### config.mk
export PLATFORM = sky130hd
export DESIGN_NAME = asram_ctrl
export DESIGN_NICKNAME = d
export VERILOG_FILES = /design/src/rtl/asram_pkg.sv /design/src/rtl/asram_cycle_timer.sv /design/src/rtl/asram_seq.sv /design/src/rtl/asram_pins.sv /design/src/rtl/asram_ctrl.sv
export SDC_FILE = /design/constraint.sdc
export NUM_CORES = 1
export LEC_CHECK = 0
export ABC_AREA = 1
export CAP_MARGIN = 20
export CORE_AREA = 2 2 79 81
export DETAILED_ROUTE_END_ITERATION = 7
export DIE_AREA = 0 0 81 83
export PLACE_DENSITY = 0.76
export SYNTH_ARGS = -nofsm -noshare
export SYNTH_HDL_FRONTEND = slang
export SYNTH_SLANG_ARGS = --single-unit
### constraint.sdc
create_clock -name clk -period 1.7 [get_ports clk]
set_clock_uncertainty 0.1 [all_clocks]
set_input_delay 0.17 -clock clk [delete_from_list [all_inputs] [get_ports clk]]
set_output_delay 0.17 -clock clk [all_outputs]
set_load 0.1 [all_outputs]
### src/rtl/asram_pkg.sv
`timescale 1ns/1ps
// Shared types and elaboration-time helpers for the static RAM controller.
// Assumes all timing figures are given in picoseconds.
package asram_pkg;

    // Sequencer phases; each names what the memory pins show in that phase.
    typedef enum logic [2:0] {
        ST_IDLE     = 3'd0,
        ST_WR_PULSE = 3'd1,
        ST_WR_HOLD  = 3'd2,
        ST_RD_WAIT  = 3'd3,
        ST_TURN     = 3'd4
    } asram_state_e;

    // Whole clock cycles covering a time span, never fewer than one.
    function automatic int unsigned span_cycles(input int unsigned span_ps,
                                                input int unsigned clk_ps);
        int unsigned n;
        n = (span_ps + clk_ps - 1) / clk_ps;
        return (n < 1) ? 1 : n;
    endfunction

    // Larger of two counts, used to size the shared window counter.
    function automatic int unsigned max2(input int unsigned a, input int unsigned b);
        return (a > b) ? a : b;
    endfunction

endpackage

### src/rtl/asram_cycle_timer.sv
`timescale 1ns/1ps
// Down-counter that measures one strobe window.
// A load sets the remaining count; expired is high once the count reaches zero.
// Assumes the sequencer loads N-1 to obtain an N-cycle window.
module asram_cycle_timer #(
    parameter int CNT_W = 3
) (
    input  logic             clk,
    input  logic             rst_n,
    input  logic             load,
    input  logic [CNT_W-1:0] load_val,
    output logic             expired
);

    logic [CNT_W-1:0] cnt_q;

    // Count the current window down to zero, or restart it on load.
    always_ff @(posedge clk) begin
        if (!rst_n) begin
            cnt_q <= '0;
        end else if (load) begin
            cnt_q <= load_val;
        end else if (cnt_q != '0) begin
            cnt_q <= cnt_q - 1'b1;
        end
    end

    assign expired = (cnt_q == '0);

endmodule

### src/rtl/asram_seq.sv
`timescale 1ns/1ps
// Access sequencer: accepts one request while idle and steps through
// the write pulse and hold, or the read wait and bus release.
// Produces the next phase for the pin stage, so that pins are registered.
// Assumes the master drops its request in the cycle it sees acknowledge.
module asram_seq
    import asram_pkg::*;
#(
    parameter int CNT_W    = 3,
    parameter int WP_CYC   = 1,
    parameter int RD_CYC   = 1,
    parameter int TURN_CYC = 1
) (
    input  logic             clk,
    input  logic             rst_n,
    input  logic             host_req,
    input  logic             host_write,
    input  logic             expired,
    output logic             load,
    output logic [CNT_W-1:0] load_val,
    output asram_state_e     state_d,
    output logic             take,
    output logic             capture,
    output logic             ack,
    output logic             rvalid
);

    asram_state_e state_q;
    logic         finish_wr;

    // Next-phase decision and timer loading for every phase.
    always_comb begin
        state_d   = state_q;
        load      = 1'b0;
        load_val  = '0;
        take      = 1'b0;
        capture   = 1'b0;
        finish_wr = 1'b0;
        case (state_q)
            ST_IDLE: begin
                if (host_req) begin
                    take = 1'b1;
                    load = 1'b1;
                    if (host_write) begin
                        state_d  = ST_WR_PULSE;
                        load_val = CNT_W'(WP_CYC - 1);
                    end else begin
                        state_d  = ST_RD_WAIT;
                        load_val = CNT_W'(RD_CYC - 1);
                    end
                end
            end
            ST_WR_PULSE: begin
                if (expired) begin
                    state_d   = ST_WR_HOLD;
                    finish_wr = 1'b1;
                end
            end
            ST_WR_HOLD: begin
                state_d = ST_IDLE;
            end
            ST_RD_WAIT: begin
                if (expired) begin
                    state_d  = ST_TURN;
                    load     = 1'b1;
                    load_val = CNT_W'(TURN_CYC - 1);
                    capture  = 1'b1;
                end
            end
            ST_TURN: begin
                if (expired) begin
                    state_d = ST_IDLE;
                end
            end
            default: state_d = ST_IDLE;
        endcase
    end

    // Phase register.
    always_ff @(posedge clk) begin
        if (!rst_n) state_q <= ST_IDLE;
        else        state_q <= state_d;
    end

    // Registered completion strobes toward the master.
    always_ff @(posedge clk) begin
        if (!rst_n) begin
            ack    <= 1'b0;
            rvalid <= 1'b0;
        end else begin
            ack    <= finish_wr | capture;
            rvalid <= capture;
        end
    end

endmodule

### src/rtl/asram_pins.sv
`timescale 1ns/1ps
// Pin stage: registers every memory control from the sequencer's next phase,
// so the pins change only at clock edges and never glitch on a state decode.
// Latches address, write data and lane mask at acceptance, and captures
// read data per lane, zeroing lanes the mask left out.
module asram_pins
    import asram_pkg::*;
#(
    parameter int ADDR_W = 18,
    parameter int DATA_W = 16,
    parameter int LANE_W = 8,
    parameter int LANES  = DATA_W / LANE_W
) (
    input  logic              clk,
    input  logic              rst_n,
    input  asram_state_e      state_d,
    input  logic              take,
    input  logic              capture,
    input  logic [ADDR_W-1:0] host_addr,
    input  logic [DATA_W-1:0] host_wdata,
    input  logic [LANES-1:0]  host_lane_en,
    input  logic [DATA_W-1:0] ram_dq_in,
    output logic [ADDR_W-1:0] ram_addr,
    output logic              ram_cs_n,
    output logic              ram_oe_n,
    output logic              ram_we_n,
    output logic [LANES-1:0]  ram_lane_n,
    output logic [DATA_W-1:0] ram_dq_out,
    output logic              ram_dq_drive,
    output logic [DATA_W-1:0] rd_data
);

    logic [LANES-1:0] lane_q;
    logic [LANES-1:0] lane_sel;
    logic             active_d;

    assign lane_sel = take ? host_lane_en : lane_q;
    assign active_d = (state_d == ST_WR_PULSE) || (state_d == ST_WR_HOLD) ||
                      (state_d == ST_RD_WAIT);

    // Hold the accepted request fields for the whole access.
    always_ff @(posedge clk) begin
        if (!rst_n) begin
            lane_q     <= '0;
            ram_addr   <= '0;
            ram_dq_out <= '0;
        end else if (take) begin
            lane_q     <= host_lane_en;
            ram_addr   <= host_addr;
            ram_dq_out <= host_wdata;
        end
    end

    // Strobes and driver enable follow the phase entered at this edge.
    always_ff @(posedge clk) begin
        if (!rst_n) begin
            ram_cs_n     <= 1'b1;
            ram_oe_n     <= 1'b1;
            ram_we_n     <= 1'b1;
            ram_lane_n   <= '1;
            ram_dq_drive <= 1'b0;
        end else begin
            ram_cs_n     <= !active_d;
            ram_oe_n     <= (state_d != ST_RD_WAIT);
            ram_we_n     <= (state_d != ST_WR_PULSE);
            ram_lane_n   <= active_d ? ~lane_sel : '1;
            ram_dq_drive <= (state_d == ST_WR_PULSE) || (state_d == ST_WR_HOLD);
        end
    end

    // One capture register per byte lane; masked-off lanes read as zero.
    for (genvar l = 0; l < LANES; l++) begin : g_lane
        always_ff @(posedge clk) begin
            if (!rst_n) begin
                rd_data[l*LANE_W +: LANE_W] <= '0;
            end else if (capture) begin
                rd_data[l*LANE_W +: LANE_W] <= lane_q[l] ? ram_dq_in[l*LANE_W +: LANE_W]
                                                         : '0;
            end
        end
    end

endmodule

### src/rtl/asram_ctrl.sv
`timescale 1ns/1ps
// Top of the asynchronous static RAM controller.
// Converts the memory timing minimums into cycle counts at elaboration,
// and joins the sequencer, the window timer and the pin stage.
// Assumes CLK_PS matches the real clock and the T_* values include board margin.
module asram_ctrl
    import asram_pkg::*;
#(
    parameter int ADDR_W    = 18,
    parameter int DATA_W    = 16,
    parameter int LANE_W    = 8,
    parameter int CLK_PS    = 20000,
    parameter int T_WP_PS   = 7000,
    parameter int T_ACC_PS  = 10000,
    parameter int T_TURN_PS = 4000,
    localparam int LANES    = DATA_W / LANE_W
) (
    input  logic              clk,
    input  logic              rst_n,
    input  logic              host_req,
    input  logic              host_write,
    input  logic [ADDR_W-1:0] host_addr,
    input  logic [DATA_W-1:0] host_wdata,
    input  logic [LANES-1:0]  host_lane_en,
    output logic              host_ack,
    output logic              host_rvalid,
    output logic [DATA_W-1:0] host_rdata,
    output logic [ADDR_W-1:0] ram_addr,
    output logic              ram_cs_n,
    output logic              ram_oe_n,
    output logic              ram_we_n,
    output logic [LANES-1:0]  ram_lane_n,
    output logic [DATA_W-1:0] ram_dq_out,
    output logic              ram_dq_drive,
    input  logic [DATA_W-1:0] ram_dq_in
);

    localparam int WP_CYC   = span_cycles(T_WP_PS, CLK_PS);
    localparam int RD_CYC   = span_cycles(T_ACC_PS, CLK_PS);
    localparam int TURN_CYC = span_cycles(T_TURN_PS, CLK_PS);
    localparam int MAX_CYC  = max2(max2(WP_CYC, RD_CYC), TURN_CYC);
    localparam int CNT_W    = (MAX_CYC < 2) ? 1 : $clog2(MAX_CYC);

    logic             load;
    logic [CNT_W-1:0] load_val;
    logic             expired;
    logic             take;
    logic             capture;
    asram_state_e     state_d;

    asram_cycle_timer #(.CNT_W(CNT_W)) u_timer (
        .clk      (clk),
        .rst_n    (rst_n),
        .load     (load),
        .load_val (load_val),
        .expired  (expired)
    );

    asram_seq #(
        .CNT_W    (CNT_W),
        .WP_CYC   (WP_CYC),
        .RD_CYC   (RD_CYC),
        .TURN_CYC (TURN_CYC)
    ) u_seq (
        .clk        (clk),
        .rst_n      (rst_n),
        .host_req   (host_req),
        .host_write (host_write),
        .expired    (expired),
        .load       (load),
        .load_val   (load_val),
        .state_d    (state_d),
        .take       (take),
        .capture    (capture),
        .ack        (host_ack),
        .rvalid     (host_rvalid)
    );

    asram_pins #(
        .ADDR_W (ADDR_W),
        .DATA_W (DATA_W),
        .LANE_W (LANE_W),
        .LANES  (LANES)
    ) u_pins (
        .clk          (clk),
        .rst_n        (rst_n),
        .state_d      (state_d),
        .take         (take),
        .capture      (capture),
        .host_addr    (host_addr),
        .host_wdata   (host_wdata),
        .host_lane_en (host_lane_en),
        .ram_dq_in    (ram_dq_in),
        .ram_addr     (ram_addr),
        .ram_cs_n     (ram_cs_n),
        .ram_oe_n     (ram_oe_n),
        .ram_we_n     (ram_we_n),
        .ram_lane_n   (ram_lane_n),
        .ram_dq_out   (ram_dq_out),
        .ram_dq_drive (ram_dq_drive),
        .rd_data      (host_rdata)
    );

endmodule

==> results of run 1 <==
[sequential cells by signal, indices dropped and copies added, names as in the netlist]
signal	count
u_pins.ram_dq_out	16
u_pins.ram_cs_n	1
u_pins.ram_oe_n	1
u_timer.cnt_q	1
u_seq.rvalid	1
u_pins.ram_lane_n	2
u_seq.ack	1
u_pins.ram_dq_drive	1
u_pins.ram_we_n	1
u_seq.state_q	3
u_pins.ram_addr	18
u_pins.rd_data	16
u_pins.lane_q	2
[power groups by stage]
stage / registers (uW) / logic, uW / clock network, uW
2_1_floorplan: 2360 / 210 / 0
3_3_place_gp: 1740 / 1410 / 0
3_5_place_dp: 1750 / 1430 / 0
4_1_cts: 1710 / 1440 / 1430
5_1_grt: 1730 / 1490 / 1500
6_report: 1710 / 1430 / 1390
[critical path, stage by stage, from the launching register on]
cell and delay, ns:
dfxtp_1 0.37, nor2_4 0.18, nand3_4 0.11, buf_12 0.21, o21ai_0 0.21, a21oi_1 0.08
[cells by family after synthesis]
kind of cell	share of synthesized area, %
simple gates	13.12
other cells	0.1625
compound gates	20.23
buf+inv	10.95
flops	55.53
[worst max-delay path by stage]
stage,from,to,slack [ns]
finish,u_seq.state_q[2]$_SDFF_PN0_,u_pins.ram_addr[12]$_SDFFE_PN0P_,0.29
global route,u_seq.state_q[2]$_SDFF_PN0_,u_pins.ram_dq_out[1]$_SDFFE_PN0P_,0.19
CTS,u_seq.state_q[2]$_SDFF_PN0_,u_pins.ram_addr[12]$_SDFFE_PN0P_,0.30
detailed placement,host_req,u_pins.ram_addr[12]$_SDFFE_PN0P_,0.08
global placement,host_req,u_pins.ram_addr[2]$_SDFFE_PN0P_,0.18
floorplan,u_pins.rd_data[0]$_SDFFE_PN0P_,u_pins.rd_data[0]$_SDFFE_PN0P_,0.35
[cell usage in the layout, fill, tap and decap left out, drive strengths merged]
cell type / synthesis / routed
o21ai: 50 / 50
inv: 43 / 43
nor2: 4 / 4
nor3: 1 / 1
dfxtp: 64 / 64
clkinv: 0 / 1
clkdlybuf4s50: 0 / 54
a21oi: 38 / 38
conb: 1 / 1
nand2: 29 / 29
bufinv: 0 / 2
clkbuf: 10 / 13
nand4: 5 / 5
nand3: 20 / 20
buf: 7 / 62
[stage by stage]
| stage | cell area (sq um) | util, % | hold slack [ns] | total power [uW] | std cells |
|---|---|---|---|---|---|
| finish | 4265 | 73.34 | 0.1382 | 4534 | 462 |
| global route | 4265 | 73.34 | 0.1433 | 4716 | 462 |
| CTS | 4265 | 73.34 | 0.1172 | 4576 | 462 |
| detailed placement | 4051 | 69.66 | 0.3748 | 3181 | 446 |
| global placement | 4051 | 69.66 | 0.3687 | 3153 | 446 |
| floorplan | 2307 | - | 0.2111 | 2568 | 272 |
[layer usage]
layer / track usage, % / vias up / part of all wire, %
li1: - / 1108 / -
met5: 0 / - / 0
met4: 7.396 / 0 / 0.61
met3: 6.848 / 4 / 10
met1: 21.60 / 994 / 39
met2: 32.53 / 92 / 50
[final cells by class]
class | count | area [sq um]
Clock buffer | 13 | 148.9
Multi-Input combinational cell | 148 | 773.2
Clock inverter | 3 | 65.06
Fill cell | 412 | 1550
Tap cell | 75 | 93.84
Sequential cell | 64 | 1281
Timing Repair Buffer | 116 | 1742
Inverter | 43 | 161.4
==> results.cfg, run 1 <==
[die]
design.die.area_sq_um = 6723
ios = 114
die_w_um = 81
core_sq_um = 5816
initial_core_util_pct = 39.67
rows = 28
die_y_um = 83

[worst_setup_path]
start_kind = flop
end_kind = flop
worst-path-max-fanout = 68
critPathArrivalTime_ns = 1.50
r2r_start = u_seq.state_q[2]$_SDFF_PN0_
cp.required_ns = 1.80
reg2reg_depth = 5
crit_type = flop to flop
r2r_end = u_pins.ram_addr[12]$_SDFFE_PN0P_
reg2reg_setup_slack_ns = 0.29

[drt]
via_per_inst = 4.758
wl_per_cell_um = 13.44
dr.pass1.iters = 4
drc_errors = 0
wirelength_um = 6207
drt-initial-drc-count = 109
postRouteAntennaNets = 0
vias = 2198

[logic_synthesis]
yosys-top-cells-area = dfxtp_1 (56%), a21oi_1 (8.0%), o21ai_0 (8.0%), inv_1 (6.5%), nand2_1 (4.6%)
synth_top_area_share_pct = 55.53
ys_ff_latch = 64
yosysSeqAreaShare_pct = 55.53
syn_avg_cell_area_sq_um = 8.482
async_reset_ff_share_pct = 0
synth_top_flop_cell = dfxtp_1
synth_nets = 328
netlist_area_sq_um = 2307
synth_enable_flop_cells = 0
yosysMostFrequentCell = dfxtp_1
synth_area_leader_cell = dfxtp_1
synth_cell_type_count = 22
netlist_top_cells_count = dfxtp_1 (64), inv_1 (40), a21oi_1 (37), o21ai_0 (37), nand2_1 (28)
ys.warnings.count = 0
netlist_instances = 272

[place]
port_buffers = 113
dpl.hpwl_um = 4694
place_ws_ns = 0.08310
gp_congestion = 0.7124

[clock_network]
cts_resized = 0
hold_buffers = 0
cts.sinks = 64
htree_levels = 3
cts_root_buf = clkbuf_8
clock_latency_ns = 0.32
clock_path_buffers = 2
cts_setup_buffers = 0
cts.clk_slew.worst_paths_ns = 0.07
cts_tree = done
numCtsBuffers = 9

[power]
ir_drop_mv = 0.6571
power_frac_seq_pct = 37.8
combPwrFrac_pct = 31.5
switchingPower_uw = 1533
clkPwrFrac_pct = 30.7
power.leakage_uw = 0.001693
power.density_nw_per_um2 = 1063
sw_frac_of_total_pct = 33.81
internal_power_uw = 3001

[worst_hold_path]
hp-start = rst_n
worstHoldPathType = input port to flop
whs_path_depth = 3
hold_end = u_seq.state_q[2]$_SDFF_PN0_

[sta]
finalCritPeriodShare_pct = 82.67
finalWorstPathRequiredPeriod_ns = 1.405
timing.final.hold_violations = 0
tns_ns = 0
slew_viol_final = 0
fin_ws_ns = 0.2946
setup_viol = 0
maxClockFrequency_mhz = 711.5
rsz0062_at_grt = no

[finish]
nNetsFinal = 438
drive_above_1_share_pct = 23.26
syn_to_final_growth_pct = 84.87
antennaDiodeCount = 0

[grt]
grt_pass1_vias = 2175
antenna_found_initial = 0
grt_max_degree = 69
overflow = 0
grt_pass1_wl_um = 10020
grt_usage_pct = 19.18

[outcome]
status = complete, no violations

[run]
maxCapViolations = 0
Power figures use the tool's default switching activity.
==> run 2: changes to the inputs <==
==> constraint.sdc (replaced) <==
create_clock -name clk -period 1.3 [get_ports clk]
set_clock_uncertainty 0.1 [all_clocks]
set_input_delay 0.13 -clock clk [delete_from_list [all_inputs] [get_ports clk]]
set_output_delay 0.13 -clock clk [all_outputs]
set_load 0.1 [all_outputs]
==> run 2 against run 1 <==
Combinational power is 38% higher. Power up 26%. Highest routed layer unchanged. Register-to-register slack got worse by 0.27 ns. Critical path type unchanged.
==> results.cfg, run 2 (synthesis gave the netlist of run 1 again) <==
[clock_network]
cts.sinks = 64
htree_levels = 3
numCtsBuffers = 9
clock_latency_ns = 0.33
cts_tree = done
cts.clk_slew.worst_paths_ns = 0.06
clock_path_buffers = 2
cts_root_buf = clkbuf_8

[sta]
finalCritPeriodShare_pct = 98.24
fin_ws_ns = 0.02290
setup_viol = 0
slew_viol_final = 0
tns_ns = 0
timing.final.hold_violations = 0
maxClockFrequency_mhz = 783.0
finalWorstPathRequiredPeriod_ns = 1.277
rsz0062_at_grt = yes

[die]
initial_core_util_pct = 39.67
core_sq_um = 5816
die_y_um = 83
ios = 114
rows = 28
design.die.area_sq_um = 6723
die_w_um = 81

[worst_setup_path]
cp.required_ns = 1.41
end_kind = flop
worst-path-max-fanout = 53
critPathArrivalTime_ns = 1.39
start_kind = flop
crit_type = flop to flop

[finish]
final_common_cell = buf_12
multi_input_area_sq_um = 823.3
seqCellArea_sq_um = 1346
drive_above_1_share_pct = 40.91
nNetsFinal = 449
finalNonFillerCells = 471
largest_reg_flops = 18
syn_to_final_growth_pct = 92.41
largest_register = u_pins.ram_addr
fill_cells = 397
final_area_sq_um = 4439
antennaDiodeCount = 0
final_cell_mix = buf_12 (60), clkdlybuf4s50_1 (54), dfxtp_2 (52)
reg_top3 = u_pins.ram_addr: 18 flops, u_pins.ram_dq_out: 16 flops, u_pins.rd_data: 16 flops

[grt]
grt_usage_pct = 20.68
antenna_found_initial = 0
grt_pass1_vias = 2194
grt_max_degree = 54
overflow = 0
grt_pass1_wl_um = 10720

[power]
combPwrFrac_pct = 34.4
internal_power_uw = 3694
ir_drop_mv = 0.8168
switchingPower_uw = 2033
power_frac_seq_pct = 39.4
sw_frac_of_total_pct = 35.50
clkPwrFrac_pct = 26.2
power.density_nw_per_um2 = 1290
power.leakage_uw = 0.001761

[place]
placed_area_sq_um = 4179
gp_congestion = 0.6988
port_buffers = 113
place_ws_ns = -0.2224
dp_cells = 453
dpl.hpwl_um = 4946

[drt]
vias = 2246
postRouteAntennaNets = 0
drt-initial-drc-count = 112
wl_per_cell_um = 14.63
dr.pass1.iters = 4
wirelength_um = 6889
drc_errors = 0
via_per_inst = 4.769

[worst_hold_path]
worstHoldPathType = input port to flop

[run]
maxCapViolations = 0

[outcome]
status = complete, no violations
[run 2: per-layer routing]
| layer | part of all wire, % | track usage, % | up-vias |
|---|---|---|---|
| li1 | - | - | 1130 |
| met1 | 40 | 24.30 | 1011 |
| met2 | 48 | 32.61 | 96 |
| met3 | 11 | 9.457 | 9 |
| met4 | 1.1 | 7.858 | 0 |
| met5 | 0 | 0 | - |
[run 2: metrics by stage]
step	utilization, %	hold WS (ns)	power (uW)
after floorplan	-	0.1636	3384
after global placement	71.86	0.3507	4187
after detailed placement	71.86	0.3564	4225
after CTS	74.98	0.04481	5722
after global routing	76.33	0.1132	5957
final	76.33	0.1003	5726
[run 2: worst paths after layout]
| path | slack [ns] | cells after the start | start | to |
|---|---|---|---|---|
| max | 0.02 | 5 | u_seq.state_q[0]$_SDFF_PN0_ | u_pins.ram_addr[3]$_SDFFE_PN0P_ |
| min | 0.10 | 3 | rst_n | u_pins.rd_data[12]$_SDFFE_PN0P_ |
| max reg2reg | 0.02 | 5 | u_seq.state_q[0]$_SDFF_PN0_ | u_pins.ram_addr[3]$_SDFFE_PN0P_ |
| min reg2reg | 0.37 | 2 | u_pins.ram_addr[1]$_SDFFE_PN0P_ | u_pins.ram_addr[1]$_SDFFE_PN0P_ |
[run 2: worst max-delay path, stage by stage, from the launching register on]
cell and delay [ns]:
dfxtp_2 0.34, nor2_4 0.16, nand3_4 0.11, buf_12 0.21, o21ai_1 0.16, a21oi_1 0.07
[run 2: layout make-up]
type	instances	area share, %
Clock buffer	14	3.890
Inverter	43	3.749
Multi-Input combinational cell	149	18.55
Sequential cell	64	30.33
Tap cell	75	2.114
Timing Repair Buffer	126	41.38
[run 2: power groups by stage]
stage | registers (uW) | clock network (uW) | logic, uW
after detailed placement | 2300 | 0 | 1930
after global routing | 2270 | 1630 | 2050
after global placement | 2290 | 0 | 1900
after CTS | 2260 | 1530 | 1940
final | 2260 | 1500 | 1970
after floorplan | 3110 | 0 | 271
[run 2: what timing repair did]
action / in CTS / in global routing
cloned: 0 / 1
endpoints found under the setup margin: 22 / 54
pin swaps: 1 / 1
setup buffers: 1 / 2
hold buffers: 0 / 0
resized for setup: 4 / 41
